$ cat src/rtl/pit_pkg.sv
package pit_pkg;
  localparam int unsigned DATA_W  = 32;
  localparam int unsigned ADDR_W  = 4;
  localparam int unsigned PRE_W   = 4;
  localparam int unsigned CNT_W   = 20;
  localparam int unsigned PIC_W   = 12;
  localparam int unsigned EN_BIT  = 24;
  localparam int unsigned IEN_BIT = 25;

  typedef enum logic [1:0] {
    REG_MODE  = 2'd0,
    REG_STAT  = 2'd1,
    REG_VALUE = 2'd2,
    REG_IMAGE = 2'd3
  } reg_sel_e;
endpackage

$ cat src/rtl/pit_prescaler.sv
module pit_prescaler #(
  parameter int unsigned PRE_W = pit_pkg::PRE_W
) (
  input  logic             clk_i,
  input  logic             rst_ni,
  input  logic             run_i,
  output logic             tick_o,
  output logic [PRE_W-1:0] presc_o
);
  logic [PRE_W-1:0] presc_q;

  always_ff @(posedge clk_i or negedge rst_ni) begin
    if (!rst_ni)    presc_q <= '0;
    else if (run_i) presc_q <= presc_q + 1'b1;
    else            presc_q <= '0;
  end

  assign tick_o  = run_i && (&presc_q);
  assign presc_o = presc_q;
endmodule

$ cat src/rtl/pit_interval_counter.sv
module pit_interval_counter #(
  parameter int unsigned CNT_W = pit_pkg::CNT_W
) (
  input  logic             clk_i,
  input  logic             rst_ni,
  input  logic             en_i,
  input  logic             tick_i,
  input  logic [CNT_W-1:0] period_i,
  output logic [CNT_W-1:0] cnt_o,
  output logic             wrap_o,
  output logic             active_o
);
  logic [CNT_W-1:0] cnt_q;

  // keeps running after disable until the interval ends at zero
  assign active_o = en_i || (|cnt_q);
  // >= so that lowering the period below the live count still wraps
  assign wrap_o   = tick_i && (cnt_q >= period_i);

  always_ff @(posedge clk_i or negedge rst_ni) begin
    if (!rst_ni)     cnt_q <= '0;
    else if (wrap_o) cnt_q <= '0;
    else if (tick_i) cnt_q <= cnt_q + 1'b1;
  end

  assign cnt_o = cnt_q;
endmodule

$ cat src/rtl/pit_period_tracker.sv
module pit_period_tracker #(
  parameter int unsigned PIC_W = pit_pkg::PIC_W
) (
  input  logic             clk_i,
  input  logic             rst_ni,
  input  logic             wrap_i,
  input  logic             ack_i,
  output logic             flag_o,
  output logic [PIC_W-1:0] pic_o
);
  logic             flag_q;
  logic [PIC_W-1:0] pic_q;

  always_ff @(posedge clk_i or negedge rst_ni) begin
    if (!rst_ni) begin
      flag_q <= 1'b0;
      pic_q  <= '0;
    end else if (ack_i) begin
      // a wrap in the ack cycle counts as the first new period
      flag_q <= wrap_i;
      pic_q  <= wrap_i ? PIC_W'(1) : '0;
    end else if (wrap_i) begin
      flag_q <= 1'b1;
      pic_q  <= pic_q + 1'b1;
    end
  end

  assign flag_o = flag_q;
  assign pic_o  = pic_q;
endmodule

$ cat src/rtl/pit_timer.sv
module pit_timer
  import pit_pkg::*;
#(
  parameter int unsigned PRE_BITS = PRE_W,
  parameter int unsigned CNT_BITS = CNT_W,
  parameter int unsigned PIC_BITS = PIC_W
) (
  input  logic              clk_i,
  input  logic              rst_ni,
  input  logic              sel_i,
  input  logic              wr_i,
  input  logic [ADDR_W-1:0] addr_i,
  input  logic [DATA_W-1:0] wdata_i,
  output logic [DATA_W-1:0] rdata_o,
  output logic              irq_o
);
  reg_sel_e            reg_sel;
  logic                rd_req, wr_mode, ack;
  logic                en_q, ien_q;
  logic [CNT_BITS-1:0] period_q;
  logic [CNT_BITS-1:0] cnt;
  logic [PIC_BITS-1:0] pic;
  logic [PRE_BITS-1:0] presc;
  logic                flag, tick, wrap, active;
  logic                unused_bits;

  assign reg_sel = reg_sel_e'(addr_i[3:2]);
  assign rd_req  = sel_i && !wr_i;
  assign wr_mode = sel_i && wr_i && (reg_sel == REG_MODE);
  assign ack     = rd_req && (reg_sel == REG_VALUE);
  assign unused_bits = ^{addr_i[1:0], wdata_i[DATA_W-1:IEN_BIT+1],
                         wdata_i[EN_BIT-1:CNT_BITS]};

  always_ff @(posedge clk_i or negedge rst_ni) begin
    if (!rst_ni) begin
      en_q     <= 1'b0;
      ien_q    <= 1'b0;
      period_q <= '0;
    end else if (wr_mode) begin
      en_q     <= wdata_i[EN_BIT];
      ien_q    <= wdata_i[IEN_BIT];
      period_q <= wdata_i[CNT_BITS-1:0];
    end
  end

  pit_prescaler #(.PRE_W(PRE_BITS)) i_pre (
    .clk_i(clk_i), .rst_ni(rst_ni), .run_i(active),
    .tick_o(tick), .presc_o(presc)
  );

  pit_interval_counter #(.CNT_W(CNT_BITS)) i_cnt (
    .clk_i(clk_i), .rst_ni(rst_ni), .en_i(en_q), .tick_i(tick),
    .period_i(period_q), .cnt_o(cnt), .wrap_o(wrap), .active_o(active)
  );

  pit_period_tracker #(.PIC_W(PIC_BITS)) i_trk (
    .clk_i(clk_i), .rst_ni(rst_ni), .wrap_i(wrap), .ack_i(ack),
    .flag_o(flag), .pic_o(pic)
  );

  always_comb begin
    rdata_o = '0;
    if (rd_req) begin
      unique case (reg_sel)
        REG_MODE: begin
          rdata_o[CNT_BITS-1:0] = period_q;
          rdata_o[EN_BIT]       = en_q;
          rdata_o[IEN_BIT]      = ien_q;
        end
        REG_STAT:  rdata_o[0] = flag;
        default:   rdata_o = {pic, cnt};
      endcase
    end
  end

  assign irq_o = en_q && ien_q && flag;
endmodule

$ cat config.mk
export PLATFORM = sky130hd
export DESIGN_NAME = pit_timer
export DESIGN_NICKNAME = d
export VERILOG_FILES = /design/src/rtl/pit_pkg.sv /design/src/rtl/pit_prescaler.sv /design/src/rtl/pit_interval_counter.sv /design/src/rtl/pit_period_tracker.sv /design/src/rtl/pit_timer.sv
export SDC_FILE = /design/constraint.sdc
export NUM_CORES = 1
export LEC_CHECK = 0
export BUFFER_PORTS_ARGS = -buffer_cell sky130_fd_sc_hd__buf_4
export CAP_MARGIN = 20
export CORE_ASPECT_RATIO = 0.6
export CORE_MARGIN = 1.5
export CORE_UTILIZATION = 45
export DETAILED_ROUTE_END_ITERATION = 12
export HOLD_SLACK_MARGIN = 0.08
export PLACE_DENSITY = 0.77
export SYNTH_ARGS = -nofsm -noshare
export SYNTH_HDL_FRONTEND = slang
export SYNTH_HIERARCHICAL = 1
export SYNTH_SLANG_ARGS = --single-unit
$ cat constraint.sdc
create_clock -name clk_i -period 4.2 [get_ports clk_i]
set_input_delay 0.63 -clock clk_i [delete_from_list [all_inputs] [get_ports clk_i]]
set_output_delay 0.63 -clock clk_i [all_outputs]
set_load 0.02 [all_outputs]
[Yosys cells after proc, flatten, opt, wreduce, memory -nomap -nowiden]
Cells that the tools add are included.
Word-level totals
  input port bits: 40
  register bits after elaboration: 59
  logic and storage cells: 43
  output and inout port bits: 33
Cells by class
  reductions and logical operators: 16
  equality and inequality tests: 2
  add/sub/neg operators: 3
  multiplexer cells: 14
  $lt $le $gt $ge: 1
Operators with widths (number)
  $mux W20: 2
  $pmux W19 S2: 1
  $mux W32: 1
  $mux W12: 2
  $add A20 B1 Y20 const B: 1
  $ge A20 B20 Y1: 1
  $reduce_or A20 Y1: 1
  $add A12 B1 Y12 const B: 1
  $logic_and A1 B1 Y1: 8
  $mux W4: 2
  $mux W6: 1
  $add A4 B1 Y4 const B: 1
  $pmux W2 S2: 1
  $reduce_and A4 Y1: 1
  $reduce_bool A2 Y1: 2
  $mux W1: 3
  $eq A2 B1 Y1 const B: 1
  $eq A2 B2 Y1 const B: 1
  $logic_not A2 Y1: 1
  $pmux W1 S2: 1
  $reduce_or A2 Y1: 1
  $logic_not A1 Y1: 1
  $logic_or A1 B1 Y1: 1

[Depth between registers and ports, before layout]
  word-level depth: 6
  depth in mapped cells: 13
  gate-level depth less buffers: 11

[Hierarchy]
Netlist, hierarchy kept.
Modules (own cells, without submodules)
  pit_interval_counter: instances 1, area an instance 1574.0 µm², cells an instance 173
  pit_timer: instances 1, area an instance 1255.0 µm², cells an instance 93
  pit_period_tracker: instances 1, area an instance 629.4 µm², cells an instance 61
  pit_prescaler: instances 1, area an instance 175.2 µm², cells an instance 14

[Worst setup path after synthesis]
OpenSTA, ideal clock, no wires.
  path type: reg-to-reg
  start: register i_cnt.cnt_q[9], in the netlist i_cnt/cnt_o[9]
  end: register i_trk.pic_q[11], in the netlist i_trk/pic_o[11]
  period minus slack after synthesis: 2.772 ns
  slack: 1.428 ns
  arrival: 2.695 ns
  setup time: 0.077 ns
  stages on the path, launching flop included: 12
  path buffers: 2
  required time: 4.123 ns
  cell sequence: dfrtp_1 -> ha_1 -> a21o_1 -> nand3_1 -> a211oi_1 -> a2111oi_4 -> a21boi_4 -> buf_12 -> buf_2 -> o211ai_1 -> or4_1 -> a21oi_1
On the way
  cells in the longest elaborated chain, start to end: 5
  elaborated cells on any way between the ends: 6
RTL lines
  start, declared: line pit_interval_counter.sv:13  | logic [CNT_W-1:0] cnt_q;
  start signal, assigned: line pit_interval_counter.sv:23  | else if (tick_i) cnt_q <= cnt_q + 1'b1;
  parallel branches: the longest is 3 deep, another holds $ge A20 B20 Y1
  $logic_and A1 B1 Y1 (*): line pit_interval_counter.sv:18  | assign wrap_o = tick_i && (cnt_q >= period_i);
  net wrap: line pit_timer.sv:24  | logic flag, tick, wrap, active;
  $reduce_bool A2 Y1 (no source line) (*)
  end signal, assigned: line pit_period_tracker.sv:21  | pic_q <= wrap_i ? PIC_W'(1) : '0;
  end signal, assigned: line pit_period_tracker.sv:24  | pic_q <= pic_q + 1'b1;
  end, declared: line pit_period_tracker.sv:12  | logic [PIC_W-1:0] pic_q;
Mark *: on every way through the listed nets, which the timed path passes.
A chain may end at the register's enable or synchronous reset.

[Final worst setup path]
  start: register i_cnt.cnt_q[18], in the netlist i_cnt/cnt_o[18]
  end: register i_trk.pic_q[11], in the netlist i_trk/pic_o[11]
The elaborated chain is that of the path after synthesis.

==> summary.md <==
| Metric | Value |
|---|---|
| Status | `completed` |
| Post-synth net total | `405` |
| GP Congestion | `0.8228` |
| Row Count | `25` |
| Synth top area cells | `dfrtp_1 41%, ha_1 8.3%, mux2_4 8.3%` |
| Final hold viol count | `0` |
| Sequential-to-total area share from yosys stat | `40.63%` |
| Vias in the first global route | `2692` |
| Setup bufs post-CTS | `0` |
| Initial antenna violation count | `0` |
| Proportion of synthesized area in mux cells | `9.986%` |
| CTS root buffer | `clkbuf_16` |
| VDD IR-drop max | `0.2156 mV` |
| Synth async-reset ratio | `100.0%` |
| WL final | `8211 um` |
| Leak Pwr | `2.214 nW` |
| Die area | `8640 um^2` |
| Synth Area in Compound Gates | `10.47%` |
| First-pass GRT wire length | `13740 um` |
| WL/cell | `15.88 um` |
| Netlist cell types | `48` |
| Placed cell area | `4179 um^2` |
| Dpl hpwl | `5887 um` |
| DR iter-0 viols | `201` |
| Die Wd | `119.0 um` |
| Number of synthesized flops with an enable pin | `0` |
| ANT nets after route | `0` |
| Total CTS buffers | `9` |
| Slew HR | `49.05%` |
| CTS HTree Levels | `3` |
| DR vias/cell | `5.371` |
| Final slew viol count | `0` |
| # hold bufs at CTS | `0` |
| Syn Area/Cell | `10.66 um^2` |
| Post-layout util | `56.99%` |
| Tot GR Track Use | `20.77%` |
| Fillers | `700` |
| Worst-path clk slew | `0.05 ns` |
| Synth Cell Area | `3633 um^2` |
| CP Class | `reg -> reg` |
| Core ar. | `7851 um^2` |
| Diode count | `0` |
| Setup crit start kind | `flop` |
| Area leader, netlist | `dfrtp_1` |
| Nets | `469` |
| Power, Total | `1.651 mW` |
| Largest net degree at the start of global routing | `60` |
| Hold Crit Class | `in -> async` |
| Main flop type after synthesis | `dfrtp_1` |
| Layout cells sized above 1 | `29.58%` |
| I/O pin total | `73` |
| Skew-Pair Late Insertion Delay | `0.33 ns` |
| # DRC | `0` |
| Total negative slack | `0 ns` |
| Endpoint class of the critical path | `flop` |
| PortBufs | `60` |
| PostCTS Resize Cnt | `0` |
| Final min period | `2.881 ns` |
| TritonCTS clock tree | `yes` |
| Final Skew | `0.006083 ns` |
| Layout area overhead | `23.14%` |
| Max Root-Sink Buffers | `2` |
| Clock Sinks | `59` |
| Design area | `4474 um^2` |
| Required time worst endpoint | `4.45 ns` |
| Critical path peak fanout | `8` |
| Largest family of logic cells by synthesized area | `simple AND/OR/NAND/NOR gates` |
| Critical Path AT | `3.13 ns` |
| Post-Synth Simple-Gate Area | `19.08%` |
| Drt pass-1 iters | `4` |
| Worst Tran Pin Value | `0.7642 ns` |
| Initial core utilization | `46.28%` |
| Peak Freq | `347.1 MHz` |
| Inst Count DP | `502` |
| Xor/xnor share of the synthesized area | `6.508%` |
| Max-cap violations | `0` |
| Final worst-path cycle share | `68.59%` |
| Final Instance Count excl. Fillers | `517` |
| RSZ-0062 raised after global routing | `no` |
| Number of synthesized register bits | `59` |
| Adder-Cell Fraction of Synth Area | `8.264%` |
| YS warnings | `6` |
| Via Count | `2777` |
| Power Density | `369.1 nW/um^2` |
| Post-Syn Instances | `341` |
| Gr ovfl total | `0` |
| Final setup fails | `0` |
| Yosys top cell area share | `40.63%` |
| DIE HEIGHT | `72.61 um` |
-- cells in the mapped netlist (all sizes together) (5+ instances only) --
| master | count |
|---|---|
| a21oi | 11 |
| a22o | 21 |
| and2 | 12 |
| and3 | 6 |
| and4 | 5 |
| buf | 8 |
| dfrtp | 59 |
| ha | 24 |
| inv | 28 |
| mux2 | 22 |
| nand2 | 16 |
| nand3 | 14 |
| nand4 | 10 |
| nor2 | 35 |
| o21ai | 6 |
| xnor2 | 12 |
| xor2 | 15 |
-- routing by layer --
metal / GRT usage, % / vias to the layer above / wire length [um]
li1: - / 1329 / -
met1: 29.53 / 1342 / 3897
met2: 30.51 / 96 / 3581
met3: 6.172 / 10 / 662
met4: 6.827 / 0 / 70
met5: 0 / - / 0
-- logic make-up (layout without fill, tap and decap cells) --
logic type	after synthesis	count (layout)
flip-flops	59	59
AO/OA/AOI/OAI	48	48
AND/OR/NAND/NOR	118	118
adder cells (fa/ha/maj)	24	24
buffers and inverters	39	107
XOR/XNOR	27	27
multiplexers	26	26
-- area by class of cell --
class                      instances  area (um^2)  share of cell area (%)
sequential                        59         1476                   33.00
clock inverter                     2        35.03                  0.7830
timing repair buffer              64        480.5                   10.74
inverter                          28        105.1                   2.349
multi-input combinational        243         1982                   44.30
tap                              108        135.1                   3.020
clock buffer                      13        260.3                   5.817
-- where the power goes --
part / total, mW / switching [mW] / leakage, nW / internal (mW)
combinational: 0.239 / 0.108 / 1.29 / 0.131
clock: 0.731 / 0.244 / 0.146 / 0.487
sequential: 0.682 / 0.0539 / 0.778 / 0.628
total: 1.65 / 0.406 / 2.21 / 1.25
-- layout by cell type (no fill, tap or decap), types with 15 or more instances in the layout --
cell type / count
nand2_1: 16
a22o_1: 21
buf_4: 64
xor2_1: 15
dfrtp_1: 59
mux2_4: 20
inv_1: 28
ha_1: 24
nor2_1: 26
-- worst max-delay path: stages (launching register included) --
cell	delay [ns]
dfrtp_1	0.44
ha_1	0.34
nand4_2	0.17
a211oi_1	0.53
a2111oi_4	0.13
a21boi_4	0.32
o211ai_1	0.21
or4_1	0.50
a21oi_1	0.15
-- through the flow --
stage	hold WS, ns	worst slack, ns
finish	0.3597	1.319
global route	0.4413	1.179
CTS	0.4033	1.358
detailed placement	0.4535	1.381
global placement	0.4485	1.433
floorplan	0.3344	1.428
-- state kept, by name, summed over array words and instances, names as in the netlist --
name and cells:
ien_q 1, i_trk/pic_o 12, i_cnt/cnt_o 20, period_q 20
i_trk/flag_o 1, i_pre/presc_o 4, en_q 1
-- path summary, 6_finish.rpt --
check / start / endpoint / slack [ns] / depth (start not counted)
max: i_cnt/cnt_o[18] / i_trk/pic_o[11] / 1.32 / 8
min: rst_ni / period_q[13] / 0.36 / 1
max reg2reg: i_cnt/cnt_o[18] / i_trk/pic_o[11] / 1.32 / 8
min reg2reg: i_pre/presc_o[0] / i_pre/presc_o[0] / 0.46 / 1
max in group asynchronous: rst_ni / period_q[11] / 3.32 / 1
min in group clk_i: i_pre/presc_o[0] / i_pre/presc_o[0] / 0.46 / 1
No activity file was read; power rests on OpenSTA's default activity.
